## src/rtl/vde_pkg.sv

```systemverilog
package vde_pkg;

  typedef enum logic [1:0] {
    TGT_PAT = 2'd0,
    TGT_VS  = 2'd1,
    TGT_COL = 2'd2,
    TGT_RSV = 2'd3
  } tgt_e;

  typedef enum logic [1:0] {
    ST_IDLE  = 2'd0,
    ST_COPY  = 2'd1,
    ST_FWAIT = 2'd2,
    ST_FILL  = 2'd3
  } st_e;

  // register numbers decoded by this engine
  localparam logic [4:0] RN_MODE2  = 5'd1;
  localparam logic [4:0] RN_STEP   = 5'd15;
  localparam logic [4:0] RN_CNT_LO = 5'd19;
  localparam logic [4:0] RN_CNT_HI = 5'd20;
  localparam logic [4:0] RN_SRC_LO = 5'd21;
  localparam logic [4:0] RN_SRC_MD = 5'd22;
  localparam logic [4:0] RN_SRC_HI = 5'd23;

  localparam int EN_BIT   = 4;
  localparam int FILL_BIT = 7;

endpackage

```

## src/rtl/vde_regs.sv

```systemverilog
module vde_regs
  import vde_pkg::*;
#(
  parameter int LEN_W = 16,
  parameter int SRC_W = 23,
  parameter int CNT_W = 16
) (
  input  logic             clk,
  input  logic             rst_n,
  input  logic             reg_we,
  input  logic [4:0]       reg_idx,
  input  logic [7:0]       reg_wdata,
  input  logic             step,
  output logic [LEN_W-1:0] len_q,
  output logic [SRC_W-1:0] src_q,
  output logic             fill_mode,
  output logic             dma_en,
  output logic [7:0]       inc_q
);

  localparam int HI_W = SRC_W - CNT_W;

  // only the low counting field advances; the upper field is frozen
  function automatic logic [SRC_W-1:0] src_next(input logic [SRC_W-1:0] s);
    src_next = {s[SRC_W-1:CNT_W], s[CNT_W-1:0] + CNT_W'(1)};
  endfunction

  always_ff @(posedge clk) begin
    if (!rst_n) begin
      len_q     <= '0;
      src_q     <= '0;
      fill_mode <= 1'b0;
      dma_en    <= 1'b0;
      inc_q     <= '0;
    end else begin
      if (step) begin
        len_q <= len_q - LEN_W'(1);
        src_q <= src_next(src_q);
      end
      if (reg_we) begin
        case (reg_idx)
          RN_MODE2:  dma_en <= reg_wdata[EN_BIT];
          RN_STEP:   inc_q <= reg_wdata;
          RN_CNT_LO: len_q[7:0] <= reg_wdata;
          RN_CNT_HI: len_q[LEN_W-1:8] <= reg_wdata[LEN_W-9:0];
          RN_SRC_LO: src_q[7:0] <= reg_wdata;
          RN_SRC_MD: src_q[15:8] <= reg_wdata;
          RN_SRC_HI: begin
            fill_mode <= reg_wdata[FILL_BIT];
            if (!reg_wdata[FILL_BIT])
              src_q[SRC_W-1:CNT_W] <= reg_wdata[HI_W-1:0];
          end
          default: ;
        endcase
      end
    end
  end

endmodule

```

## src/rtl/vde_ctrl.sv

```systemverilog
module vde_ctrl
  import vde_pkg::*;
#(
  parameter int AW     = 16,
  parameter int DW     = 16,
  parameter int LEN_W  = 16,
  parameter int VS_AW  = 7,
  parameter int COL_AW = 7
) (
  input  logic             clk,
  input  logic             rst_n,
  input  logic             cmd_valid,
  input  logic             cmd_dma,
  input  logic [1:0]       cmd_tgt,
  input  logic [AW-1:0]    cmd_addr,
  input  logic             dp_we,
  input  logic [DW-1:0]    dp_wdata,
  input  logic             ext_ack,
  input  logic [DW-1:0]    ext_rdata,
  input  logic [LEN_W-1:0] len_q,
  input  logic             dma_en,
  input  logic             fill_mode,
  input  logic [7:0]       inc_q,
  output logic             ext_req,
  output logic             step,
  output logic             wr_v,
  output logic             wr_byte,
  output logic [1:0]       wr_tgt,
  output logic [AW-1:0]    wr_addr,
  output logic [DW-1:0]    wr_data,
  output logic             busy,
  output logic             fill_wait
);

  localparam logic [AW-1:0] VS_MASK  = AW'((1 << VS_AW) - 1);
  localparam logic [AW-1:0] COL_MASK = AW'((1 << COL_AW) - 1);
  localparam int            HB       = DW / 2;

  function automatic logic [AW-1:0] wrap_addr(input logic [AW-1:0] a, input tgt_e t);
    case (t)
      TGT_VS:  wrap_addr = a & VS_MASK;
      TGT_COL: wrap_addr = a & COL_MASK;
      default: wrap_addr = a;
    endcase
  endfunction

  function automatic logic [AW-1:0] addr_next(input logic [AW-1:0] a, input logic [7:0] inc,
                                              input tgt_e t);
    addr_next = wrap_addr(a + AW'(inc), t);
  endfunction

  st_e            st_q, st_d;
  tgt_e           tgt_q, tgt_d;
  logic [AW-1:0]  addr_q, addr_d;
  logic           pend_v;
  logic [DW-1:0]  pend_d, fill_d;
  logic           consume;
  logic           last;

  assign last      = (len_q == LEN_W'(1));
  assign busy      = (st_q != ST_IDLE);
  assign fill_wait = (st_q == ST_FWAIT);
  assign wr_tgt    = tgt_q;

  always_comb begin
    st_d    = st_q;
    tgt_d   = tgt_q;
    addr_d  = addr_q;
    consume = 1'b0;
    ext_req = 1'b0;
    step    = 1'b0;
    wr_v    = 1'b0;
    wr_byte = 1'b0;
    wr_addr = addr_q;
    wr_data = pend_d;
    case (st_q)
      ST_IDLE: begin
        if (cmd_valid) begin
          tgt_d  = tgt_e'(cmd_tgt);
          addr_d = wrap_addr(cmd_addr, tgt_e'(cmd_tgt));
          if (cmd_dma && dma_en)
            st_d = fill_mode ? ST_FWAIT : ST_COPY;
        end else if (pend_v) begin
          consume = 1'b1;
          wr_v    = 1'b1;
          addr_d  = addr_next(addr_q, inc_q, tgt_q);
        end
      end
      ST_FWAIT: begin
        if (pend_v) begin
          consume = 1'b1;
          wr_v    = 1'b1;
          addr_d  = addr_next(addr_q, inc_q, tgt_q);
          st_d    = ST_FILL;
        end
      end
      ST_FILL: begin
        wr_v    = 1'b1;
        wr_byte = 1'b1;
        wr_addr = addr_q ^ AW'(1);
        wr_data = {fill_d[DW-1:HB], fill_d[DW-1:HB]};
        step    = 1'b1;
        addr_d  = addr_next(addr_q, inc_q, tgt_q);
        if (last) st_d = ST_IDLE;
      end
      ST_COPY: begin
        ext_req = 1'b1;
        if (ext_ack) begin
          wr_v    = 1'b1;
          wr_data = ext_rdata;
          step    = 1'b1;
          addr_d  = addr_next(addr_q, inc_q, tgt_q);
          if (last) st_d = ST_IDLE;
        end
      end
      default: st_d = ST_IDLE;
    endcase
  end

  always_ff @(posedge clk) begin
    if (!rst_n) begin
      st_q   <= ST_IDLE;
      tgt_q  <= TGT_PAT;
      addr_q <= '0;
      pend_v <= 1'b0;
      pend_d <= '0;
      fill_d <= '0;
    end else begin
      st_q   <= st_d;
      tgt_q  <= tgt_d;
      addr_q <= addr_d;
      if (dp_we) begin
        pend_v <= 1'b1;
        pend_d <= dp_wdata;
      end else if (consume) begin
        pend_v <= 1'b0;
      end
      if (consume && st_q == ST_FWAIT)
        fill_d <= pend_d;
    end
  end

endmodule

```

## src/rtl/vde_wport.sv

```systemverilog
module vde_wport #(
  parameter int AW = 16,
  parameter int DW = 16
) (
  input  logic          clk,
  input  logic          rst_n,
  input  logic          wr_v,
  input  logic          wr_byte,
  input  logic [1:0]    wr_tgt,
  input  logic [AW-1:0] wr_addr,
  input  logic [DW-1:0] wr_data,
  output logic          mem_we,
  output logic          mem_byte,
  output logic [1:0]    mem_tgt,
  output logic [AW-1:0] mem_addr,
  output logic [DW-1:0] mem_wdata
);

  always_ff @(posedge clk) begin
    if (!rst_n) begin
      mem_we    <= 1'b0;
      mem_byte  <= 1'b0;
      mem_tgt   <= '0;
      mem_addr  <= '0;
      mem_wdata <= '0;
    end else begin
      mem_we <= wr_v;
      if (wr_v) begin
        mem_byte  <= wr_byte;
        mem_tgt   <= wr_tgt;
        mem_addr  <= wr_addr;
        mem_wdata <= wr_data;
      end
    end
  end

endmodule

```

## src/rtl/vmem_dma_engine.sv

```systemverilog
module vmem_dma_engine #(
  parameter int AW     = 16,
  parameter int DW     = 16,
  parameter int LEN_W  = 16,
  parameter int SRC_W  = 23,
  parameter int CNT_W  = 16,
  parameter int VS_AW  = 7,
  parameter int COL_AW = 7
) (
  input  logic             clk,
  input  logic             rst_n,
  input  logic             reg_we,
  input  logic [4:0]       reg_idx,
  input  logic [7:0]       reg_wdata,
  input  logic             cmd_valid,
  input  logic             cmd_dma,
  input  logic [1:0]       cmd_tgt,
  input  logic [AW-1:0]    cmd_addr,
  input  logic             dp_we,
  input  logic [DW-1:0]    dp_wdata,
  output logic             ext_req,
  output logic [SRC_W-1:0] ext_addr,
  input  logic             ext_ack,
  input  logic [DW-1:0]    ext_rdata,
  output logic             mem_we,
  output logic [1:0]       mem_tgt,
  output logic [AW-1:0]    mem_addr,
  output logic [DW-1:0]    mem_wdata,
  output logic             mem_byte,
  output logic             busy
);

  logic [LEN_W-1:0] len_q;
  logic [SRC_W-1:0] src_q;
  logic             fill_mode, dma_en, step;
  logic [7:0]       inc_q;
  logic             wr_v, wr_byte, fill_wait;
  logic [1:0]       wr_tgt;
  logic [AW-1:0]    wr_addr;
  logic [DW-1:0]    wr_data;

  assign ext_addr = src_q;

  vde_regs #(.LEN_W(LEN_W), .SRC_W(SRC_W), .CNT_W(CNT_W)) u_regs (
    .clk(clk), .rst_n(rst_n), .reg_we(reg_we), .reg_idx(reg_idx),
    .reg_wdata(reg_wdata), .step(step), .len_q(len_q), .src_q(src_q),
    .fill_mode(fill_mode), .dma_en(dma_en), .inc_q(inc_q)
  );

  vde_ctrl #(.AW(AW), .DW(DW), .LEN_W(LEN_W), .VS_AW(VS_AW), .COL_AW(COL_AW)) u_ctrl (
    .clk(clk), .rst_n(rst_n), .cmd_valid(cmd_valid), .cmd_dma(cmd_dma),
    .cmd_tgt(cmd_tgt), .cmd_addr(cmd_addr), .dp_we(dp_we), .dp_wdata(dp_wdata),
    .ext_ack(ext_ack), .ext_rdata(ext_rdata), .len_q(len_q), .dma_en(dma_en),
    .fill_mode(fill_mode), .inc_q(inc_q), .ext_req(ext_req), .step(step),
    .wr_v(wr_v), .wr_byte(wr_byte), .wr_tgt(wr_tgt), .wr_addr(wr_addr),
    .wr_data(wr_data), .busy(busy), .fill_wait(fill_wait)
  );

  vde_wport #(.AW(AW), .DW(DW)) u_wport (
    .clk(clk), .rst_n(rst_n), .wr_v(wr_v), .wr_byte(wr_byte), .wr_tgt(wr_tgt),
    .wr_addr(wr_addr), .wr_data(wr_data), .mem_we(mem_we), .mem_byte(mem_byte),
    .mem_tgt(mem_tgt), .mem_addr(mem_addr), .mem_wdata(mem_wdata)
  );

endmodule

```

## config.mk

```make
export PLATFORM = sky130hd
export DESIGN_NAME = vmem_dma_engine
export DESIGN_NICKNAME = d
export VERILOG_FILES = /design/src/rtl/vde_pkg.sv /design/src/rtl/vde_regs.sv /design/src/rtl/vde_ctrl.sv /design/src/rtl/vde_wport.sv /design/src/rtl/vmem_dma_engine.sv
export SDC_FILE = /design/constraint.sdc
export NUM_CORES = 1
export LEC_CHECK = 0
export BUFFER_PORTS_ARGS = -buffer_cell sky130_fd_sc_hd__clkbuf_2
export CORE_ASPECT_RATIO = 0.8
export CORE_MARGIN = 2
export CORE_UTILIZATION = 55
export DETAILED_ROUTE_END_ITERATION = 12
export PLACE_DENSITY = 0.8
export SETUP_SLACK_MARGIN = 0.5
export SLEW_MARGIN = 15
export SYNTH_ARGS = -nofsm -noshare
export SYNTH_HDL_FRONTEND = slang
export SYNTH_SLANG_ARGS = --single-unit
```

## constraint.sdc

```tcl
create_clock -name clk -period 6.4 [get_ports clk]
set_input_delay 0.96 -clock clk [delete_from_list [all_inputs] [get_ports clk]]
set_output_delay 0.96 -clock clk [all_outputs]
set_load 0.02 [all_outputs]
```

==> impl_metrics.yaml <==
status:
  outcome: "complete, no violations"
placed_design:
  place_congestion: 0.939
  post-place-ws_ns: 3.43
  port_buffers: 130
  dp_hpwl_um: 11500
  placed_area_sq_um: 6840
  dp.cells: 957
grt:
  antenna_found_initial: 0
  grt_max_degree: 97
  grt_use_total: 0.274
  grt_pass1_vias: 5385
  grt_remaining_overflow: 0
  grt_pass1_wl_um: 26200
synthesis:
  muxShareOfSynthArea: 0.0766
  synth.distinct_cells: 53
  ys_warn_count: 0
  synth_flop_cell: "dfxtp_1"
  synthesis.area_sq_um: 6140
  synth_compound_area_frac: 0.198
  async_flop_share: 0
  synth_edf_count: 0
  synthTopCellsByArea: "dfxtp_1, mux2i_1, nor2_1, a21oi_1, nand2_1"
  syn_avg_cell_area_sq_um: 8.45
  synth_nets: 809
  post_synth_xor_area_fraction: 0.0542
  synthAdderAreaFrac: 0.0257
  seq_area_frac_synth: 0.424
  synth_cells: 727
  synth_top_family_by_area: "compound AO/OA/AOI/OAI gates"
  synth-simple-area-share: 0.186
  synth-seq-cells: 130
  synth_largest_area_cell: "dfxtp_1"
  synth_top_area_share: 0.424
sta:
  finalCritPeriodShare: 0.480
  worst_pin_slew_ns: 0.996
  hold_viol: 0
  fin_crit_ns: 3.07
  max_freq_ghz: 0.325
  rsz0062_at_grt: "false"
  fin_tns_setup_ns: 0
  fin_hold_ws_ns: 0.454
  layout_setup_ws_ns: 3.33
  clock_skew_ns: 0.00699
  slew_viol_final: 0
  timing.slew.headroom: 0.336
  setup_viol_count_final: 0
clock_tree:
  clkTransAtPathRegs_ns: 0.05
  cts_tree: "yes"
  cts_buffer_depth: 2
  ctsHoldBuffers: 0
  cts_resized: 0
  htree_num_levels: 4
  cts_made_buffers: 17
  cts_root_buf: "clkbuf_16"
  cts.sinks: 130
  cts_setup_buffers: 0
  clock_latency_ns: 0.41
worst_setup_path:
  worstSetupStartpoint: "u_ctrl.st_q[0]"
  end_kind: "primary output"
  rrSetupSlack_ns: 3.46
  reg2reg_depth: 6
  cp.required_ns: 5.44
  r2r-end: "u_ctrl.st_q[1]"
  cp.arrival_ns: 2.11
  reg2reg_from: "u_ctrl.st_q[0]"
  crit_type: "flop to primary output"
  start_kind: "flop"
  crit_fanout: 31
power:
  ir_worst_vdd_v: 0.000215
  p_int_mw: 1.40
  switching_power_mw: 0.446
  pwr-share-comb: 0.086
  p_per_area_nw_per_um2: 251
  leakage_nw: 3.17
  p_clk_frac: 0.454
  switching_share: 0.241
  share_seq_of_total_power: 0.460
  power.total_mw: 1.85
routing:
  routedWlPerCell_um: 16.5
  drtIter0Drc: 434
  firstDrtPassIters: 8
  via_per_inst: 5.89
  routed_wl_um: 16300
  drc: 0
  ant_nets: 0
  vias: 5823
cells_and_area:
  diodes: 0
  final_cell_count_no_fill: 988
  fin_util: 0.675
  fin_area_sq_um: 7350
  drive_gt1_frac: 0.201
  layout.nets: 914
  area_delta_synth_final_pct: 19.7
  fill_cells: 875
min_path:
  hp-class: "flop to flop"
  min_from: "u_wport.mem_tgt[0]"
  worstHoldEndpoint: "u_wport.mem_tgt[0]"
  hold_depth: 2
die:
  io_pins: 131
  core_sq_um: 10900
  die_area_sq_um: 12000
  initial_core_util: 0.564
  die_w_um: 122
  fp.dieH_um: 98.5
  num_rows: 34
flow_run:
  max_cap_violations: 0
[power by group through the flow]
stage	clock, mW	combinational (mW)	sequential [mW]
floorplan	0	0.0962	0.866
CTS	0.845	0.158	0.850
detailed placement	0	0.157	0.867
finish	0.838	0.159	0.850
global placement	0	0.152	0.866
global route	0.884	0.175	0.853
[registers in the layout, summed over array words and instances (netlist names)]
register / flops
u_regs.src_q: 23
u_ctrl.addr_q: 16
u_ctrl.pend_d: 16
u_regs.len_q: 16
u_wport.mem_addr: 16
u_wport.mem_wdata: 16
u_ctrl.fill_d: 8
u_regs.inc_q: 8
u_ctrl.st_q: 2
u_ctrl.wr_tgt: 2
u_wport.mem_tgt: 2
u_ctrl.pend_v: 1
u_regs.dma_en: 1
u_regs.fill_mode: 1
u_wport.mem_byte: 1
u_wport.mem_we: 1
[kinds of logic (layout without fill, tap and decap cells)]
kind of cell,Yosys count,in the layout
AOI/OAI and AO/OA,186,186
xor gates and xnor gates,38,38
adders and majority gates,12,12
buffers and inverters,57,174
DFF,130,130
muxes,47,47
and+or+nand+nor,257,257
[synth_stat cells, types with 4 or more instances]
cell,instances
xnor2_1,22
a211oi_1,19
a22o_1,14
and3_1,4
a221oi_1,6
mux2i_1,47
ha_1,11
nor3_1,14
a21o_1,5
nor4_1,4
a21oi_1,65
nand4_1,6
a22oi_1,23
nand3_1,15
o22ai_1,8
nor2_1,124
clkbuf_1,43
buf_1,5
xor2_1,16
or3_1,4
inv_1,7
nand2b_1,4
and4_1,4
o21ai_0,20
nand2_1,60
dfxtp_1,130
[worst max-delay path, stage by stage, from the launching register on]
cell,delay [ns]
dfxtp_1,0.95
inv_1,0.34
nor2_1,0.21
clkbuf_2,0.20
[layout make-up]
cell class / count / area, sq um / area share
multi-input cells: 540 / 3340 / 0.454
inverters: 7 / 27.5 / 0.00375
clock inverters: 6 / 32.5 / 0.00443
clock buffers: 25 / 475 / 0.0647
flip-flops and latches: 130 / 2600 / 0.354
repair buffers: 136 / 696 / 0.0947
well taps: 144 / 180 / 0.0245
[how the worst max path moves through the flow]
stage                                  endpoint  cells after the start
after floorplan           u_wport.mem_wdata[10]                      8
after global placement         u_regs.src_q[15]                      8
after detailed placement       u_regs.src_q[15]                      8
after CTS                               ext_req                      3
after global routing                    ext_req                      3
final                                   ext_req                      3
[per-layer routing]
layer	routed length, um	global-route usage
met2	7460	0.432
met5	0	0
met1	7270	0.375
met3	1370	0.0677
met4	191	0.0725
[placed cells by master, fill, tap and decap left out, types with 8 or more instances in the layout]
| cell | instances |
|---|---|
| a211oi_1 | 19 |
| nor2_1 | 124 |
| a22o_1 | 14 |
| nand3_1 | 15 |
| nor3_1 | 14 |
| clkbuf_16 | 17 |
| a21oi_1 | 65 |
| xor2_1 | 16 |
| nand2_1 | 60 |
| dfxtp_1 | 130 |
| clkbuf_2 | 130 |
| o21ai_0 | 18 |
| a22oi_1 | 23 |
| ha_1 | 11 |
| o22ai_1 | 8 |
| xnor2_1 | 22 |
| mux2i_1 | 47 |
Power figures use the tool's default switching activity.
